--- src/rtl/smbus_tgt_pkg.sv ---
package smbus_tgt_pkg;

  localparam logic [6:0] ALERT_RESP_ADDR = 7'b0001100;

  typedef enum logic [2:0] {
    ST_IDLE,
    ST_RX_ADDR,
    ST_RX_DATA,
    ST_ACK_PEND,
    ST_ACK_DRIVE,
    ST_TX_BYTE,
    ST_MACK,
    ST_WAIT_END
  } tgtStateT;

  // Strobes from control to datapath
  typedef struct packed {
    logic bitClr;
    logic rxShift;
    logic txShift;
    logic txLoadReg;
    logic txLoadAra;
    logic ptrLoad;
    logic regLoad;
  } dpCtrlT;

endpackage

--- src/rtl/smbus_tgt_pins.sv ---
module smbus_tgt_pins #(
  parameter int FILT_LEN = 3
) (
  input  logic clk,
  input  logic rstN,
  input  logic sclIn,
  input  logic sdaIn,
  output logic sclLevel,
  output logic sdaBit,
  output logic sclRise,
  output logic sclFall,
  output logic startDet,
  output logic stopDet
);

  localparam int CNT_W = $clog2(FILT_LEN + 1);

  logic [1:0] rawIn;
  logic [1:0] filtV;
  logic [1:0] prevV;

  assign rawIn = {sdaIn, sclIn};

  // index 0 = SCL, index 1 = SDA
  for (genvar g = 0; g < 2; g++) begin : g_line
    logic [1:0]       syncQ;
    logic [CNT_W-1:0] cnt;
    logic             filtQ;
    logic             prevQ;

    always_ff @(posedge clk or negedge rstN) begin
      if (!rstN) begin
        syncQ <= 2'b11;
        cnt   <= '0;
        filtQ <= 1'b1;
        prevQ <= 1'b1;
      end else begin
        syncQ <= {syncQ[0], rawIn[g]};
        prevQ <= filtQ;
        if (syncQ[1] == filtQ) begin
          cnt <= '0;
        end else if (cnt == CNT_W'(FILT_LEN - 1)) begin
          filtQ <= syncQ[1];
          cnt   <= '0;
        end else begin
          cnt <= cnt + 1'b1;
        end
      end
    end

    assign filtV[g] = filtQ;
    assign prevV[g] = prevQ;
  end

  assign sclLevel = filtV[0];
  assign sdaBit   = filtV[1];
  assign sclRise  = filtV[0] & ~prevV[0];
  assign sclFall  = ~filtV[0] & prevV[0];
  assign startDet = prevV[1] & ~filtV[1] & filtV[0] & prevV[0];
  assign stopDet  = ~prevV[1] & filtV[1] & filtV[0] & prevV[0];

endmodule

--- src/rtl/smbus_tgt_dp.sv ---
module smbus_tgt_dp
  import smbus_tgt_pkg::*;
#(
  parameter logic [6:0] OWN_ADDR = 7'h2A,
  parameter int         PTR_W    = 2,
  parameter logic [7:0] RST_BASE = 8'hA0
) (
  input  logic       clk,
  input  logic       rstN,
  input  dpCtrlT     dpCtl,
  input  logic       sdaBit,
  output logic [6:0] rxLow7,
  output logic       bitLast,
  output logic       txBit
);

  localparam int NUM_REGS = 1 << PTR_W;

  logic [2:0]       bitCnt;
  logic [7:0]       rxSr;
  logic [7:0]       txSr;
  logic [PTR_W-1:0] ptr;
  logic [7:0]       regs [NUM_REGS];

  always_ff @(posedge clk or negedge rstN) begin
    if (!rstN) begin
      bitCnt <= '0;
      rxSr   <= '0;
      txSr   <= '0;
      ptr    <= '0;
    end else begin
      if (dpCtl.bitClr)                       bitCnt <= '0;
      else if (dpCtl.rxShift || dpCtl.txShift) bitCnt <= bitCnt + 1'b1;

      if (dpCtl.rxShift) rxSr <= {rxSr[6:0], sdaBit};

      if (dpCtl.txLoadAra)      txSr <= {OWN_ADDR, 1'b1};
      else if (dpCtl.txLoadReg) txSr <= regs[ptr];
      else if (dpCtl.txShift)   txSr <= {txSr[6:0], 1'b1};

      if (dpCtl.ptrLoad) ptr <= rxSr[PTR_W-1:0];
    end
  end

  for (genvar i = 0; i < NUM_REGS; i++) begin : g_reg
    always_ff @(posedge clk or negedge rstN) begin
      if (!rstN)                                   regs[i] <= RST_BASE | 8'(i);
      else if (dpCtl.regLoad && ptr == PTR_W'(i))  regs[i] <= rxSr;
    end

    p_reg_hold_r3: assert property (@(posedge clk) disable iff (!rstN)
      !(dpCtl.regLoad && ptr == PTR_W'(i)) |=> $stable(regs[i]));
  end

  p_ptr_hold_r4: assert property (@(posedge clk) disable iff (!rstN)
    !dpCtl.ptrLoad |=> $stable(ptr));

  assign rxLow7  = rxSr[6:0];
  assign bitLast = (bitCnt == 3'd7);
  assign txBit   = txSr[7];

endmodule

--- src/rtl/smbus_tgt_ctrl.sv ---
module smbus_tgt_ctrl
  import smbus_tgt_pkg::*;
#(
  parameter logic [6:0] OWN_ADDR = 7'h2A
) (
  input  logic       clk,
  input  logic       rstN,
  input  logic       startDet,
  input  logic       stopDet,
  input  logic       sclRise,
  input  logic       sclFall,
  input  logic       sclLevel,
  input  logic       sdaBit,
  input  logic       alertActive,
  input  logic [6:0] rxLow7,
  input  logic       bitLast,
  input  logic       txBit,
  output dpCtrlT     dpCtl,
  output logic       sdaPullLow,
  output logic       arbWon,
  output logic       selfAddressed
);

  tgtStateT state, stateN;
  logic rwQ, rwN;
  logic araQ, araN;
  logic dataQ, dataN;
  logic ptrDoneQ, ptrDoneN;
  logic mAckQ, mAckN;
  logic winN, selfN;

  always_comb begin
    stateN   = state;
    rwN      = rwQ;
    araN     = araQ;
    dataN    = dataQ;
    ptrDoneN = ptrDoneQ;
    mAckN    = mAckQ;
    winN     = 1'b0;
    selfN    = 1'b0;
    dpCtl    = '0;
    if (stopDet) begin
      stateN = ST_IDLE;
    end else if (startDet) begin
      stateN       = ST_RX_ADDR;
      dpCtl.bitClr = 1'b1;
      dataN        = 1'b0;
      araN         = 1'b0;
    end else begin
      unique case (state)
        ST_RX_ADDR: if (sclRise) begin
          dpCtl.rxShift = 1'b1;
          if (bitLast) begin
            if (rxLow7 == OWN_ADDR) begin
              stateN   = ST_ACK_PEND;
              rwN      = sdaBit;
              selfN    = 1'b1;
              ptrDoneN = 1'b0;
            end else if (rxLow7 == ALERT_RESP_ADDR && sdaBit && alertActive) begin
              stateN = ST_ACK_PEND;
              rwN    = 1'b1;
              araN   = 1'b1;
            end else begin
              stateN = ST_WAIT_END;
            end
          end
        end
        ST_RX_DATA: if (sclRise) begin
          dpCtl.rxShift = 1'b1;
          if (bitLast) stateN = ST_ACK_PEND;
        end
        ST_ACK_PEND: if (sclFall) begin
          stateN = ST_ACK_DRIVE;
          if (dataQ) begin
            if (!ptrDoneQ) begin
              dpCtl.ptrLoad = 1'b1;
              ptrDoneN      = 1'b1;
            end else begin
              dpCtl.regLoad = 1'b1;
            end
          end
        end
        ST_ACK_DRIVE: if (sclFall) begin
          dpCtl.bitClr = 1'b1;
          if (!dataQ && rwQ) begin
            stateN = ST_TX_BYTE;
            if (araQ) dpCtl.txLoadAra = 1'b1;
            else      dpCtl.txLoadReg = 1'b1;
          end else begin
            stateN = ST_RX_DATA;
            dataN  = 1'b1;
          end
        end
        ST_TX_BYTE: begin
          if (sclRise && araQ && txBit && !sdaBit) begin
            stateN = ST_WAIT_END;          // lost arbitration
          end else if (sclFall) begin
            if (bitLast) begin
              stateN = ST_MACK;
              winN   = araQ;
            end else begin
              dpCtl.txShift = 1'b1;
            end
          end
        end
        ST_MACK: begin
          if (sclRise) mAckN = !sdaBit;
          if (sclFall) begin
            if (mAckQ && !araQ) begin
              stateN          = ST_TX_BYTE;
              dpCtl.txLoadReg = 1'b1;
              dpCtl.bitClr    = 1'b1;
            end else begin
              stateN = ST_WAIT_END;
            end
          end
        end
        default: ;
      endcase
    end
  end

  always_ff @(posedge clk or negedge rstN) begin
    if (!rstN) begin
      state         <= ST_IDLE;
      rwQ           <= 1'b0;
      araQ          <= 1'b0;
      dataQ         <= 1'b0;
      ptrDoneQ      <= 1'b0;
      mAckQ         <= 1'b0;
      arbWon        <= 1'b0;
      selfAddressed <= 1'b0;
    end else begin
      state         <= stateN;
      rwQ           <= rwN;
      araQ          <= araN;
      dataQ         <= dataN;
      ptrDoneQ      <= ptrDoneN;
      mAckQ         <= mAckN;
      arbWon        <= winN;
      selfAddressed <= selfN;
    end
  end

  assign sdaPullLow = (state == ST_ACK_DRIVE) || (state == ST_TX_BYTE && !txBit);

  p_sda_hold_r12: assert property (@(posedge clk) disable iff (!rstN)
    (sclLevel && $past(sclLevel)) |-> $stable(sdaPullLow));

  p_win_ara_r8: assert property (@(posedge clk) disable iff (!rstN)
    arbWon |-> (araQ && state == ST_MACK));

  p_self_pulse_r10: assert property (@(posedge clk) disable iff (!rstN)
    selfAddressed |=> !selfAddressed);

  p_win_pulse_r8: assert property (@(posedge clk) disable iff (!rstN)
    arbWon |=> !arbWon);

endmodule

--- src/rtl/smbus_alert_target.sv ---
module smbus_alert_target
  import smbus_tgt_pkg::*;
#(
  parameter logic [6:0] OWN_ADDR = 7'h2A,
  parameter int         PTR_W    = 2,
  parameter int         FILT_LEN = 3,
  parameter logic [7:0] RST_BASE = 8'hA0
) (
  input  logic clk,
  input  logic rstN,
  input  logic sclIn,
  input  logic sdaIn,
  output logic sdaPullLow,
  input  logic alertActive,
  output logic arbWon,
  output logic selfAddressed
);

  logic sclLevel, sdaBit, sclRise, sclFall, startDet, stopDet;
  logic [6:0] rxLow7;
  logic bitLast, txBit;
  dpCtrlT dpCtl;

  smbus_tgt_pins #(.FILT_LEN(FILT_LEN)) i_pins (
    .clk(clk), .rstN(rstN), .sclIn(sclIn), .sdaIn(sdaIn),
    .sclLevel(sclLevel), .sdaBit(sdaBit), .sclRise(sclRise),
    .sclFall(sclFall), .startDet(startDet), .stopDet(stopDet)
  );

  smbus_tgt_ctrl #(.OWN_ADDR(OWN_ADDR)) i_ctrl (
    .clk(clk), .rstN(rstN), .startDet(startDet), .stopDet(stopDet),
    .sclRise(sclRise), .sclFall(sclFall), .sclLevel(sclLevel),
    .sdaBit(sdaBit), .alertActive(alertActive), .rxLow7(rxLow7),
    .bitLast(bitLast), .txBit(txBit), .dpCtl(dpCtl),
    .sdaPullLow(sdaPullLow), .arbWon(arbWon), .selfAddressed(selfAddressed)
  );

  smbus_tgt_dp #(.OWN_ADDR(OWN_ADDR), .PTR_W(PTR_W), .RST_BASE(RST_BASE)) i_dp (
    .clk(clk), .rstN(rstN), .dpCtl(dpCtl), .sdaBit(sdaBit),
    .rxLow7(rxLow7), .bitLast(bitLast), .txBit(txBit)
  );

endmodule

--- config.mk ---
export PLATFORM = sky130hd
export DESIGN_NAME = smbus_alert_target
export DESIGN_NICKNAME = d
export VERILOG_FILES = /design/src/rtl/smbus_tgt_pkg.sv /design/src/rtl/smbus_tgt_pins.sv /design/src/rtl/smbus_tgt_dp.sv /design/src/rtl/smbus_tgt_ctrl.sv /design/src/rtl/smbus_alert_target.sv
export SDC_FILE = /design/constraint.sdc
export NUM_CORES = 1
export LEC_CHECK = 0
export ABC_CLOCK_PERIOD_IN_PS = 4070
export BUFFER_PORTS_ARGS = -buffer_cell sky130_fd_sc_hd__clkbuf_2
export CORE_UTILIZATION = 55
export CTS_CLUSTER_SIZE = 20
export DETAILED_ROUTE_END_ITERATION = 10
export GPL_TIMING_DRIVEN = 0
export PLACE_DENSITY = 0.77
export SYNTH_ARGS = -nofsm -noshare
export SYNTH_HDL_FRONTEND = slang
export SYNTH_SLANG_ARGS = --single-unit
export TNS_END_PERCENT = 100
--- constraint.sdc ---
create_clock -name clk -period 4.07 [get_ports clk]
set_clock_uncertainty 0.1 [all_clocks]
set_input_delay 0.2035 -clock clk [delete_from_list [all_inputs] [get_ports clk]]
set_output_delay 0.2035 -clock clk [all_outputs]
set_load 0.01 [all_outputs]
# After elaboration in Yosys (flattened, before gate mapping)
# Cells that the tools add are included.
# word_totals
ff_bits	75
out_inout_bits	3
# classes
add_sub_neg	3
order_cmp	1
n_eq_ne	32
muxes	82
n_bitwise	17
reduce_logical	39
# op_table
op	n
3-bit 2-to-1 mux	17
1-bit 2-to-1 mux	43
8-bit 2-to-1 mux	5
2-bit 2-to-1 mux	10
4-bit by 1-bit inequality test with 1-bit output (second input constant)	5
3-bit one-hot mux with 6 select lines	1
2-bit nonzero test	9
8-bit binary-select mux with 2-bit select	1
3-bit == test (second input constant)	4
1-bit logical AND	12
2-bit by 1-bit inequality test with 1-bit output (second input constant)	6
6-bit AND reduction	2
10-bit AND reduction	1
1-bit bitwise AND	8
2-bit == test (second input constant)	4
4-bit by 2-bit inequality test with 1-bit output (second input constant)	2
1-bit inverter	8
4-bit AND reduction	2
8-bit AND reduction	1
8-bit nonzero test	1
7-bit by 4-bit == test with 1-bit output (second input constant)	1
7-bit by 6-bit == test with 1-bit output (second input constant)	1
7-bit 2-to-1 mux	1
3-bit by 2-bit == test with 1-bit output (second input constant)	2
18 further kinds	27

# Longest topological paths before layout
# Gate-level depths: netlist of the first run.
# depth
depth_word	12
mapped_depth	6

# Hierarchy
# From an unflattened synthesis of the first run, not the netlist that was laid out.
# unflattened
cells_unflattened	296
hier_area_um2	3666.0
# modules_own_cells
module	instances	cells_each	area_per_inst_um2	seq_area_each_um2
smbus_tgt_dp	1	171	2409.8	1341.3
smbus_tgt_ctrl	1	98	810.8	250.2
smbus_tgt_pins	1	27	445.4	310.3

# Worst setup path after synthesis of the first run
# No wires, ideal clock.
# synth_path
kind	register to register
startpoint	register i_pins.g_line[0].prevQ
endpoint	register i_dp.regs[10] in the netlist's numbering
setup_time_ns	0.125
arrival_ns	1.630
required_ns	3.845
setup_slack_ns	2.215
path_stages_with_launch	5
n_path_buf	0
cell_sequence	dfstp_2 -> and3b_1 -> nand4_2 -> nor3b_4 -> mux2_2
# synth_between
elab_chain_len	6
elab_cells_between_ends	8
# synth_lines
element	line	rtl
start: declaration	smbus_tgt_pins.sv:29	logic prevQ;
start signal: assignment	smbus_tgt_pins.sv:39	prevQ <= filtQ;
1-bit bitwise AND	smbus_tgt_pins.sv:58	assign sclFall = ~filtV[0] & prevV[0];
2-bit 2-to-1 mux	smbus_tgt_ctrl.sv:72	ST_ACK_PEND: if (sclFall) begin
2-bit 2-to-1 mux	smbus_tgt_ctrl.sv:50	unique case (state)
6-bit 2-to-1 mux	smbus_tgt_ctrl.sv:44	end else if (startDet) begin
7-bit 2-to-1 mux (*)	smbus_tgt_ctrl.sv:42	if (stopDet) begin
1-bit logical AND (*)	smbus_tgt_dp.sv:48	else if (dpCtl.regLoad && ptr == PTR_W'(i)) regs[i] <= rxSr;
end signal: indexed assignment	smbus_tgt_dp.sv:47	if (!rstN) regs[i] <= RST_BASE | 8'(i);
end signal: indexed assignment	smbus_tgt_dp.sv:48	
end: declaration	smbus_tgt_dp.sv:23	logic [7:0] regs [NUM_REGS];
# Every way passes the cells marked *; elsewhere a longest branch is shown, timed or not.
# A chain may end at the register's enable or synchronous reset.

# Final worst setup path of the first run
# layout_path
startpoint	register i_pins.g_line[0].prevQ
endpoint	register i_dp.regs[14] in the netlist's numbering
# The elaborated chain is that of the path after synthesis.

==> results of run 1 <==
placed cells by master, fill, tap and decap left out, drive strengths merged, types with 3 or more instances in the layout:
master        n
mux2         36
nor3         13
buf           7
dfrtp        55
clkbuf       24
mux4          8
a31oi         5
nand3        13
o21ai         7
and2b         3
nand2b        5
dfstp        20
inv           7
xnor2         3
a21oi         7
nor2b         5
nand2        39
nor3b         5
o31ai         6
nand3b        4
dlygate4sd3   3
nor2         16
flip-flops by register name, summed over array words and instances, names as in the netlist, 2 cells and up:
name and cells:
i_pins.g_line.syncQ 4, i_dp.regs 32, i_dp.txSr 8, i_ctrl.state 3
i_dp.ptr 2, i_pins.g_line.prevQ 2, i_dp.rxSr 8, i_dp.bitCnt 3
i_pins.g_line.cnt 4
how the worst max path moves through the flow:
stage	startpoint	to	slack (ns)	cells past startpoint
final	i_pins.g_line[0].prevQ$_DFF_PN1_	i_dp.regs[14]$_DFFE_PN0P_	1.91	4
after floorplan	i_pins.g_line[0].prevQ$_DFF_PN1_	i_dp.regs[10]$_DFFE_PN0P_	2.21	4
after detailed placement	i_pins.g_line[0].prevQ$_DFF_PN1_	i_dp.bitCnt[1]$_DFFE_PN0P_	1.93	6
after global placement	i_pins.g_line[0].prevQ$_DFF_PN1_	i_dp.regs[12]$_DFFE_PN0P_	1.96	4
after global routing	i_pins.g_line[0].prevQ$_DFF_PN1_	i_dp.txSr[6]$_DFFE_PN0P_	1.72	6
after CTS	i_pins.g_line[0].prevQ$_DFF_PN1_	i_dp.bitCnt[1]$_DFFE_PN0P_	1.92	6
critical path: cells and delay by family (launching register included):
kind             cells  cell delay, ns
multiplexers         1            0.40
flip-flops           1            0.55
AND/OR/NAND/NOR      3            0.99
power by group through the flow:
stage,Sequential [mW],Clock (mW),Combinational [mW]
3_3_place_gp,1.08,0,0.636
4_1_cts,1.07,0.604,0.657
2_1_floorplan,1.03,0,0.520
6_report,1.07,0.589,0.656
3_5_place_dp,1.09,0,0.652
5_1_grt,1.10,0.634,0.728
through the flow:
stage / power (mW) / utilization, %
floorplan: 1.552 / -
global placement: 1.713 / 58.78
detailed placement: 1.740 / 59.14
CTS: 2.335 / 62.86
global route: 2.463 / 62.86
finish: 2.320 / 62.86
layer usage:
metal / part of all wire (%) / GRT usage [%] / vias up
met3: 3.9 / 5.824 / 7
met5: 0 / 0 / -
li1: - / - / 1140
met2: 48 / 35.90 / 37
met4: 0.99 / 8.793 / 0
met1: 47 / 32.04 / 1204
kinds of logic after synthesis:
family | Yosys count
compound gates | 41
xor+xnor | 4
fa+ha+maj | 2
buf+inv | 17
flops | 75
mux | 45
simple gates | 117
area by class of cell:
class	count	area (um^2)
clock inverter	7	81.33
sequential	75	1902
clock buffer	9	123.9
fill	508	2345
timing repair buffer	11	87.58
buffer	14	62.56
tap	77	96.34
inverter	3	11.26
multi-input combinational	209	1604
==> results.md, run 1 <==
- The flow ran to the end, and the final reports show no timing, DRC or antenna violations.
- In the global route stage, overall resource usage came out at between 20% and 30%.
- In this run the cell area of the synthesized design comes to 3580 um^2.
- The per-cell routed wire length is around 17 um.
- Synthesis produced a netlist whose cell count is approximately 300.
- The clock latency at the later pin of the worst-skew pair is 0.35 ns.
- The final hold slack is ~0.20 ns.
- The nature of the critical path endpoint is a flip-flop.
- The placement-stage cell area is 3734 um^2.
- The wire-length estimate of the detail-placed layout is 4796 um.
- The final routed wirelength across all metal layers is 6897 um.
- The clock edge transition at the registers on the reported setup and hold paths is ~0.08 ns.
- The final-layout setup total negative slack is 0 ns.
- The internal power is 1.494 mW.
- The reg-to-reg endpoint is i_dp.regs[14]$_DFFE_PN0P_.
- Buffers inserted during clock tree synthesis total 9.
- Setup violations remaining at the end of the flow were counted as 0.
- The number of nets produced by synthesis is approximately 310.
- On the worst path, the slowest cell contributes a delay of roughly 0.55 ns.
- The clock sink count is between 70 and 80.
- The count of TritonRoute iterations in the first routing pass is 4.
- Summing the areas of all and, or, nand and nor instances in the mapped netlist gives 18.46% of the synthesized area.
- The final cell area excluding filler cells is 3969 um^2.
- The peak supply drop is between 400 and 500 uV.
- In this run the register-to-register setup slack is between 1.5 and 2 ns.
- The final layout contains 330 nets.
- Of the total synthesized cell area, the portion taken by XOR and XNOR cells is less than 1%.
- Data arrives at the worst endpoint at about 2.3 ns.
- The launching element type of the critical path is a flip-flop.
- The maximum clock frequency is 463.6 MHz.
- The DRC violation count after routing is 0.
- Leaving out filler cells and counting taps, the final layout contains just over 400.
- Setup repair after global routing left no endpoint under its margin.
- The number of antenna violations at the first check in global routing came to 0.
- The total overflow reported by the global router is 0.
- The floorplan step defined a die boundary enclosing between 6000 and 7000 um^2.
- The slowest cell on the critical path is sky130_fd_sc_hd__dfstp_2.
- The DRC violation total after the first TritonRoute iteration is between 100 and 150.
- The part of the total power dissipated in sequential elements is 46.3%.
- The largest fanout on the critical path is 8.
- The worst pin sits at a relative slew slack of roughly 62%.
- The setup fix buffers added after clock tree synthesis is 0.
- TritonCTS built the clock tree.
- Counting instances, the worst hold path has a depth of 4.
- The area share of the largest cell type after synthesis is approximately two fifths.
- The analysis attributes to net switching a power of 825.6 uW.
- The number of global-route vias before repair came to 2,334.
- The number of cells after detailed placement is between 300 and 400.
- Measured against the total synthesized area, the mux share comes to between 10% and 20%.
- By area the synthesized netlist is led by sky130_fd_sc_hd__dfrtp_1, sky130_fd_sc_hd__dfstp_2, sky130_fd_sc_hd__mux2_2.
- For the finished layout, the period the worst path requires is 2.157 ns.
- The clock network fraction of design power is about a quarter.
- The worst-case hold path end point is i_ctrl.araQ$_DFFE_PN0P_.
- The mean instance size in the synthesized netlist is 11.89 um^2.
- The placement-stage worst setup slack is 1.932 ns.
- Yosys mapped the design onto between 50 and 60 distinct sky130hd cell types.
- The data required time of the worst path is roughly 4.2 ns.
- After synthesis the netlist holds a flip-flop and latch count of 75.
- The effective utilization at floorplan is roughly 57%.
- The H-tree was split into 3 levels.
- The share of total power in combinational logic is 28.3%.
- The buffer levels on the longest clock path is 2.
- The total count of max-transition violations in the final report came to 0.
- The startpoint identified for the worst register-to-register timing path is i_pins.g_line[0].prevQ$_DFF_PN1_.
- The tightest min-delay check is of the in2reg type.
- The count of yosys warnings during synthesis is 0.
- The adder and majority gate portion of the synthesized area is 0.6991%.
- The region available for standard cell placement spans approximately 6300 um^2.
- The power density over the cells is slightly below 600 nW/um^2.
- The measured slew at the worst slew-check pin is between 0.5 and 0.6 ns.
- In this run the vertical extent of the chip is about 83 um.
- By instance count, the leading cell after synthesis is sky130_fd_sc_hd__dfrtp_1.
- The path type of the worst setup path is reg2reg.
- From synthesis to final layout, the design area changed by 10.87%.
- The diode insertion count for antenna repair is 0.
- For this run, the leading register cell type out of synthesis is sky130_fd_sc_hd__dfrtp_1.
- Yosys mapped a number of flops with a built-in enable equal to 0.
- The count of standard-cell rows is 29.
- The final critical path takes up a little over half of the cycle.
- Gates resized during post-CTS repair numbered 0.
- The tool flagged a number of max-cap violations equal to 0.
- The first global-routing pass estimated ~11,000 um of wire.
- The die extent in x is just over 80 um.
- The average via count per standard cell is around 6.
- The count of vias placed by the detailed router is 2,388.
- In this run the remaining antenna-violating nets after routing total 0.
- The maximum number of pins on one net before global-route repair is 44.
- The number of failing hold endpoints at the final stage is 0.
- The biggest area contributor in the post-synthesis netlist is sky130_fd_sc_hd__dfrtp_1.
- Sorting the synthesized cells by how often they occur yields sky130_fd_sc_hd__dfrtp_1, sky130_fd_sc_hd__nand2_1, sky130_fd_sc_hd__mux2_2.
- The worst register-to-register path has a depth of 4.
- The main combinational cell family by area after synthesis is simple AND/OR/NAND/NOR gates.
- The synthesized netlist devotes approximately 8.0% of its cell area to compound gates.
- Of the total power, the share spent switching nets is around 36%.
- The tree is rooted in a sky130_fd_sc_hd__clkbuf_8.
- At the end of routability-driven placement, the weighted congestion stood at 0.9102.
- The number of buffers inserted for hold repair after clock tree synthesis is 3.
- The sequential element share of the synthesized area is 53.13%.
- For this design the top-level I/O count stands at 8.
- The worst setup margin is around 1.9 ns.
- In this run the tool buffered the top-level ports with 7 buffer cells.
- The share of post-route cells with drive strength above 1 is ~32%.
- The leakage power figure is between 1.5 and 2 nW.
- For this run, asynchronously set or reset flops after synthesis account for 100.0%.
- Walking the worst path, the cells encountered are and3b_1 > nand4_2 > nor3b_4 > mux2_2.
- The worst min-delay path startpoint is alertActive.
(Power assumes the default switching activity.)
==> run 2: changes to the inputs <==
--- a/config.mk
+++ b/config.mk
@@ -5,7 +5,8 @@
 export SDC_FILE = /design/constraint.sdc
 export NUM_CORES = 1
 export LEC_CHECK = 0
-export ABC_CLOCK_PERIOD_IN_PS = 4070
+export ABC_AREA = 1
+export ABC_CLOCK_PERIOD_IN_PS = 2000
 export BUFFER_PORTS_ARGS = -buffer_cell sky130_fd_sc_hd__clkbuf_2
 export CORE_UTILIZATION = 55
 export CTS_CLUSTER_SIZE = 20
==> constraint.sdc (replaced) <==
create_clock -name clk -period 2 [get_ports clk]
set_clock_uncertainty 0.1 [all_clocks]
set_input_delay 0.1 -clock clk [delete_from_list [all_inputs] [get_ports clk]]
set_output_delay 0.1 -clock clk [all_outputs]
set_load 0.01 [all_outputs]
==> results.md, run 2 <==
- The most used flip-flop cell after synthesis is sky130_fd_sc_hd__dfrtp_1.
- The commonest non-fill, non-tap cell in the layout is sky130_fd_sc_hd__nand2_1.
- The share of total power in combinational logic is 30.8% (+2.5 points).
- The flow ran to the end, and the final reports show no timing, DRC or antenna violations.
- The area of the core came to 5991 um^2 (-5.1%).
- The number of global-route vias before repair is 2,647 (+13%).
- The summed instance area of the synthesized netlist is 3442 um^2 (-3.8%).
- The clock latency at the later pin of the worst-skew pair was 0.34 ns (about the same).
- The net switching share of the total power is 36.33% (+0.74 points).
- The largest registers in the layout are i_dp.regs x32, i_dp.rxSr x8, i_dp.txSr x8.
- The per-cell routed wire length is 14.58 um (-14%).
- The number of antenna violations at the first check in global routing is 0 (unchanged).
- The number of nets in the finished design came to 439 (+33%).
- The final count of negative-setup-slack endpoints came to 0 (unchanged).
- The number of flops mapped to enable cells by yosys is 0 (unchanged).
- TritonCTS built the clock tree.
- The final hold slack came to 0.1346 ns (-0.06145 ns).
- The last weighted congestion value of the routability-driven placer is 0.8706 (-4.4%).
- The startpoint identified for the worst hold timing path is alertActive.
- The global-route wire length before repair came to 12,410 um (+8.3%).
- The non-filler instance count after layout is 512 (+26%).
- The kind of cell with the highest combined delay on the critical path is buffers and inverters.
- The port buffer count is 7 (unchanged).
- The worst setup margin is 0.08904 ns (-1.824 ns).
- The total overflow reported by the global router is 0 (unchanged).
- The distinct cell type count of the synthesized netlist is 28 (-46%).
- The critical path's largest stage delay is 0.44 ns (-0.11 ns).
- The worst-case reg-to-reg path depth came to 6 (+2).
- The data required time of the worst path came to 2.15 ns (-2.06 ns).
- The effective utilization at floorplan is 57.46% (+0.76 points).
- The clock network fraction of design power is 28.3% (+2.9 points).
- The worst relative slew slack came to 68.20% (+6.0 points).
- The total count of max-transition violations in the final report was 0 (unchanged).
- The number of stages on the worst hold path is 7 (+3).
- The number of cells after detailed placement is 493 (+28%).
- The die outline area was 6579 um^2 (-3.8%).
- The final cell area excluding filler cells is 3904 um^2 (-1.6%).
- The path category of the worst min-delay check is in2reg.
- The maximum level of the CTS H-tree came to 3 (unchanged).
- The flip-flop count of the largest register after layout was 32 (unchanged).
- The period utilization is 95.55% (+43 points).
- The number of standard cells after synthesis came to 410 (+36%).
- The time the final worst path needs with I/O delays and setup is 1.911 ns (-0.2462 ns).
- The placement-stage worst setup slack was 0.06881 ns (-1.863 ns).
- The share of post-route cells with drive strength above 1 is 13.50% (-19 points).
- The launching element type of the critical path is a flip-flop.
- The floorplan die height is 81.11 um (-1.9%).
- The count of yosys warnings during synthesis is 0 (unchanged).
- The clock sink count came to 75 (unchanged).
- The die extent in x is 81.11 um (-1.9%).
- The count of vias placed by the detailed router was 2,889 (+21%).
- The final routed wirelength across all metal layers is 7464 um (+8.2%).
- The number of fill cells is 486 (-4.3%).
- The internal power is 3.333 mW (+120%).
- The overall fraction of global-route tracks in use was 25.61% (+2.3 points).
- The slack of the worst reg-to-reg path was 0.09 ns (-1.82 ns).
- The tree is rooted in a sky130_fd_sc_hd__clkbuf_8.
- The most flop-heavy register is i_dp.regs.
- The buffer levels on the longest clock path is 2 (unchanged).
- The mean instance size in the synthesized netlist is 8.395 um^2 (-29%).
- Setup repair after global routing could not meet its margin everywhere.
- The average via count per standard cell was 5.643 (-4.3%).
- The placement-stage cell area is 3593 um^2 (-3.8%).
- The count of state elements after synthesis is 75 (unchanged).
- The nature of the critical path endpoint is a flip-flop.
- The critical path goes through inv_1 > nand3_1 > inv_1 > nand3_1 > buf_2 > o21ai_0.
- The clock edge transition at the registers on the reported setup and hold paths is 0.08 ns (about the same).
- The measured slew at the worst slew-check pin is 0.4770 ns (-0.08177 ns).
- The startpoint of the lowest-slack register-to-register path is i_ctrl.state[2]$_DFFE_PN0P_.
- The peak supply drop is 770.5 uV (+89%).
- The reg-to-reg endpoint is i_dp.regs[19]$_DFFE_PN0P_.
- For hold timing, the worst endpoint is i_ctrl.araQ$_DFFE_PN0P_.
- On the critical path, the stage with the largest delay is an instance of sky130_fd_sc_hd__dfrtp_1.
- The leakage power figure was 1.852 nW (+5.3%).
- The DRC violation count after routing came to 0 (unchanged).
- The net switching power was 1.902 mW (+130%).
- The synthesized design spends more area on one cell type than any other, namely sky130_fd_sc_hd__dfrtp_1.
- The count of standard-cell rows is 28 (-3.4%).
- The DRC violation total after the first TritonRoute iteration is 227 (+75%).
- The number of nets produced by synthesis is 417 (+35%).
- By count the netlist is led by sky130_fd_sc_hd__nand2_1, sky130_fd_sc_hd__dfrtp_1, sky130_fd_sc_hd__o21ai_0.
- The overall power of the completed layout is 5.235 mW (+130%).
- The buffers plus inverters on the worst setup path was 3 (+3).
- The maximum number of pins on one net before global-route repair was 42 (-4.5%).
- The dominant cell by count in the synthesized netlist is sky130_fd_sc_hd__nand2_1.
- The largest fanout on the critical path was 10 (+2).
- The area share of the largest cell type after synthesis was 39.99% (+1.5 points).
- The number of buffers created by CTS is 9 (unchanged).
- The power density over the cells is 1341 nW/um^2 (+130%).
- The detailed placer's ending HPWL is 5097 um (+6.3%).
- The count of TritonRoute iterations in the first routing pass is 4 (unchanged).
- In the layout the commonest cells are sky130_fd_sc_hd__nand2_1, sky130_fd_sc_hd__dfrtp_1, sky130_fd_sc_hd__o21ai_0.
- From synthesis to final layout, the design area changed by 13.41%.
- The number of antenna-violating nets in the routed design was 0 (unchanged).
- The path type of the worst setup path is reg2reg.
- Yosys attributes the largest share of cell area to sky130_fd_sc_hd__dfrtp_1, sky130_fd_sc_hd__dfstp_2, sky130_fd_sc_hd__nand2_1.
- The proportion of register bits with asynchronous set or reset after synthesis came to 100.0% (unchanged).
- The number of failing hold endpoints at the final stage is 0 (unchanged).
- The arrival time of data at the critical path endpoint is 2.06 ns (-0.24 ns).
- The maximum clock frequency was 523.3 MHz (+13%).
- The part of the total power dissipated in sequential elements came to 40.9% (-5.4 points).
- The total I/O pin count came to 8 (unchanged).
- The diode insertion count for antenna repair came to 0 (unchanged).
- The max-capacitance violation count came to 0 (unchanged).
- The sequential element share of the synthesized area is 55.25% (+2.1 points).
-- run 2: cell types whose count changed after synthesis, sizes merged, moves of 6 or more --
cell and change:
o22ai +8, nand3 +18, nand2 +77, o21ai +44, mux4 -8, nor2 +13
mux2 -36, o31ai -6, inv +48, clkbuf -6, nand4 +11
-- run 2: how the worst max path moves through the flow --
stage | from | end | slack [ns] | cells past startpoint
after floorplan | i_dp.bitCnt[0]$_DFFE_PN0P_ | i_dp.bitCnt[1]$_DFFE_PN0P_ | 0.39 | 8
after global placement | i_pins.sclLevel$_DFFE_PN1P_ | i_dp.bitCnt[1]$_DFFE_PN0P_ | 0.1 | 7
after CTS | i_pins.sclLevel$_DFFE_PN1P_ | i_dp.bitCnt[1]$_DFFE_PN0P_ | 0.06 | 7
after detailed placement | i_pins.sclLevel$_DFFE_PN1P_ | i_dp.bitCnt[1]$_DFFE_PN0P_ | 0.07 | 7
after global routing | i_ctrl.state[2]$_DFFE_PN0P_ | i_dp.regs[24]$_DFFE_PN0P_ | -0.07 | 6
final | i_ctrl.state[2]$_DFFE_PN0P_ | i_dp.regs[19]$_DFFE_PN0P_ | 0.09 | 6
-- run 2: cell type report --
type	instances	area, um^2	share of cell area, %
timing repair buffer	11	87.58	2.244
sequential	75	1902	48.72
clock inverter	4	95.09	2.436
tap	75	93.84	2.404
buffer	6	40.04	1.026
clock buffer	12	165.2	4.231
multi-input combinational	278	1329	34.04
inverter	51	191.4	4.904
-- run 2: repair_timing --
item | CTS | global route
resized for setup | 0 | 6
endpoints found under the setup margin | 0 | 32
setup buffers | 0 | 0
hold buffers | 3 | 0
hold endpoints to repair | 36 | 0
-- run 2: logic make-up after synthesis --
logic type,count (synthesis),synth area share [%]
XOR/XNOR,2,0.5090
AO/OA/AOI/OAI,75,11.92
adder cells (fa/ha/maj),2,0.7269
buffers and inverters,57,6.724
flip-flops,75,55.25
AND/OR/NAND/NOR,199,24.86
-- run 2: tightest hold or removal path, stage by stage --
cell and delay (ns):
sky130_fd_sc_hd__clkbuf_2 0.08, sky130_fd_sc_hd__nand2_1 0.05, sky130_fd_sc_hd__nor2_1 0.03, sky130_fd_sc_hd__nand3_1 0.09, sky130_fd_sc_hd__nor2_1 0.05, sky130_fd_sc_hd__nor2_1 0.08, sky130_fd_sc_hd__nor2_1 0.04
-- run 2: power groups by stage --
stage	registers, mW	clock network, mW	logic (mW)
global route	2.18	1.56	1.87
detailed placement	2.15	0	1.56
finish	2.14	1.48	1.61
floorplan	2.09	0	1.20
global placement	2.14	0	1.50
CTS	2.13	1.49	1.58
-- run 2: stage by stage --
stage               TNS (ns)  utilization, %
finish                     0           65.16
global route         -0.3517           65.16
CTS                        0           64.83
detailed placement         0           59.98
global placement           0           59.61
floorplan                  0               -
-- run 2: per-layer routing --
metal  GRT usage, %  wire length, um  part of all wire, %
met5              0                0                    0
met4          11.25              165                  2.2
met3          4.045              260                  3.5
met2          40.42             3652                   49
met1          35.01             3385                   45
==> run 3: changes to the inputs <==
--- a/config.mk
+++ b/config.mk
@@ -7,12 +7,12 @@
 export LEC_CHECK = 0
 export ABC_AREA = 1
 export ABC_CLOCK_PERIOD_IN_PS = 2000
-export BUFFER_PORTS_ARGS = -buffer_cell sky130_fd_sc_hd__clkbuf_2
 export CORE_UTILIZATION = 55
 export CTS_CLUSTER_SIZE = 20
 export DETAILED_ROUTE_END_ITERATION = 10
+export DONT_BUFFER_PORTS = 1
 export GPL_TIMING_DRIVEN = 0
-export PLACE_DENSITY = 0.77
+export PLACE_DENSITY = 0.76
 export SYNTH_ARGS = -nofsm -noshare
 export SYNTH_HDL_FRONTEND = slang
 export SYNTH_SLANG_ARGS = --single-unit
==> results.md, run 3 (synthesis gave the netlist of run 2 again) <==
- The number of antenna-violating nets in the routed design is 0 (unchanged).
- The number of failing hold endpoints at the final stage was 0 (unchanged).
- In the final layout, the registers with the most flip-flops are i_dp.regs x32, i_dp.rxSr x8, i_dp.txSr x8.
- The port buffer count is 0 (-7).
- The clock network fraction of design power is 23.4% (-4.9 points).
- The count of vias placed by the detailed router is 2,800 (-3.1%).
- The maximum level of the CTS H-tree is 3 (unchanged).
- The die extent in x is 81.11 um (unchanged).
- The effective utilization at floorplan is 57.46% (unchanged).
- The DRC violation count after routing is 0 (unchanged).
- The flip-flop count of the largest register after layout is 32 (unchanged).
- The total I/O pin count is 8 (unchanged).
- The largest fanout on the critical path is 10 (unchanged).
- Relative to the synthesized area, the layout overhead comes to 10.36%.
- The power density over the cells is 1278 nW/um^2 (-4.7%).
- The share of post-route cells with drive strength above 1 was 11.63% (-1.9 points).
- The period utilization came to 96.10% (+0.55 points).
- The path type of the worst setup path is reg2reg.
- The final count of negative-setup-slack endpoints was 0 (unchanged).
- The commonest non-fill, non-tap cell in the layout is sky130_fd_sc_hd__nand2_1.
- The total overflow reported by the global router is 0 (unchanged).
- The number of antenna violations at the first check in global routing is 0 (unchanged).
- The share of total power in combinational logic was 32.6% (+1.8 points).
- The diode insertion count for antenna repair was 0 (unchanged).
- The total count of max-transition violations in the final report is 0 (unchanged).
- The arrival time of data at the critical path endpoint is 2.05 ns (about the same).
- TritonCTS built the clock tree.
- The last weighted congestion value of the routability-driven placer is 0.8511 (-2.2%).
- The DRC violation total after the first TritonRoute iteration is 201 (-11%).
- The time the final worst path needs with I/O delays and setup is 1.922 ns (+0.01098 ns).
- The clock sink count is 75 (unchanged).
- The setup fix buffers added after clock tree synthesis came to 0 (unchanged).
- The final-layout setup total negative slack is 0 ns (unchanged).
- The global-route wire length before repair is 11,850 um (-4.4%).
- In the layout the commonest cells are sky130_fd_sc_hd__nand2_1, sky130_fd_sc_hd__dfrtp_1, sky130_fd_sc_hd__o21ai_0.
- The overall fraction of global-route tracks in use was 24.43% (-1.2 points).
- In this run the worst hold path is classified as in2reg.
- The max-capacitance violation count is 0 (unchanged).
- The part of the total power dissipated in sequential elements came to 44.0% (+3.1 points).
- The average via count per standard cell is 5.545 (-1.7%).
- The final hold slack is 0.05200 ns (-0.08264 ns).
- The maximum number of pins on one net before global-route repair is 76 (+81%).
- The peak supply drop is 850.1 uV (+10%).
- The count of TritonRoute iterations in the first routing pass is 4 (unchanged).
- The run finished with clean final reports.
- The clock edge transition at the registers on the reported setup and hold paths is 0.08 ns (about the same).
- The detailed placer's ending HPWL is 4880 um (-4.3%).
- The worst relative slew slack was 73.11% (+4.9 points).
- The count of standard-cell rows is 28 (unchanged).
- The net switching power is 1.889 mW (-0.70%).
- Setup repair after global routing could not meet its margin everywhere.
- The area of the core came to 5991 um^2 (unchanged).
- The nature of the critical path endpoint is a flip-flop.
- The maximum clock frequency is 520.3 MHz (-0.57%).
- The per-cell routed wire length is 14.23 um (-2.4%).
- The final routed wirelength across all metal layers is 7187 um (-3.7%).
- The library cell used as clock root buffer is sky130_fd_sc_hd__clkbuf_8.
- The launching element type of the critical path is a flip-flop.
- The clock latency at the later pin of the worst-skew pair came to 0.35 ns (about the same).
- The net switching share of the total power is 38.91% (+2.6 points).
- The die outline area is 6579 um^2 (unchanged).
- The number of nets in the finished design came to 432 (-1.6%).
- More flip-flops sit in one register than any other, and that register is i_dp.regs.
- The number of buffers created by CTS is 9 (unchanged).
- The buffer levels on the longest clock path was 2 (unchanged).
- The floorplan die height is 81.11 um (unchanged).
- The data required time of the worst path was 2.13 ns (-0.02 ns).
- The leakage power figure is 1.784 nW (-3.6%).
- The internal power came to 2.966 mW (-11%).
- The number of global-route vias before repair is 2,593 (-2.0%).
- The measured slew at the worst slew-check pin is 0.4018 ns (-0.07521 ns).
==> run 3: worst max-delay path: stages (launching register included) <==
cell	delay, ns
sky130_fd_sc_hd__dfstp_2	0.57
sky130_fd_sc_hd__nand2_2	0.14
sky130_fd_sc_hd__nor3_2	0.27
sky130_fd_sc_hd__nand3_1	0.30
sky130_fd_sc_hd__buf_2	0.28
sky130_fd_sc_hd__nand2_1	0.07
sky130_fd_sc_hd__o21ai_0	0.07
==> run 3: cell type report <==
type | count | area (um^2)
clock buffers | 10 | 127.6
multi-input cells | 278 | 1321
inverters | 51 | 191.4
flip-flops and latches | 75 | 1902
repair buffers | 4 | 57.56
fillers | 515 | 2192
plain buffers | 6 | 40.04
well taps | 75 | 93.84
clock inverters | 6 | 65.06
==> run 3: layer usage <==
metal | share of wire (%) | vias up | GRT usage [%]
met3 | 4.2 | 18 | 5.955
met5 | 0 | - | 0
li1 | - | 1377 | -
met1 | 47 | 1332 | 32.87
met2 | 47 | 73 | 36.81
met4 | 2.2 | 0 | 12.32
==> run 3: power groups by stage <==
stage	Clock (mW)	Combinational, mW	Sequential, mW
finish	1.14	1.58	2.14
CTS	1.17	1.56	2.13
global route	1.24	1.80	2.18
floorplan	0	1.20	2.09
global placement	0	1.47	2.14
detailed placement	0	1.51	2.15
==> run 3: worst paths after layout <==
kind                                                          start                             endpoint  slack (ns)  cells past startpoint
min in group asynchronous                                      rstN              i_ctrl.arbWon$_DFF_PN0_        0.23                      2
worst min-delay path                                    alertActive              i_ctrl.araQ$_DFFE_PN0P_        0.05                      6
worst min register to register  i_pins.g_line[1].syncQ[0]$_DFF_PN1_  i_pins.g_line[1].syncQ[1]$_DFF_PN1_        0.26                      0
max in group asynchronous                                      rstN  i_pins.g_line[0].syncQ[1]$_DFF_PN1_        1.23                      2
worst max-delay path               i_pins.g_line[0].prevQ$_DFF_PN1_            i_dp.regs[22]$_DFFE_PN0P_        0.08                      6
worst max register to register     i_pins.g_line[0].prevQ$_DFF_PN1_            i_dp.regs[22]$_DFFE_PN0P_        0.08                      6
==> run 3: timing repair <==
action	in CTS	in global routing
setup endpoints to repair	0	22
gates resized for setup	0	4
endpoints found under the hold margin	77	0
hold buffers	4	0
==> run 3: metrics by stage <==
step | power (mW) | utilization, % | worst slack, ns | cell area, um^2 | instances
detailed placement | 3.658 | 59.02 | 0.06729 | 3536 | 485
floorplan | 3.287 | - | 0.3889 | 3442 | 410
CTS | 4.854 | 63.20 | 0.01382 | 3786 | 505
finish | 4.855 | 63.41 | 0.07805 | 3799 | 505
global placement | 3.602 | 59.02 | 0.09687 | 3536 | 485
global route | 5.215 | 63.41 | -0.02947 | 3799 | 505
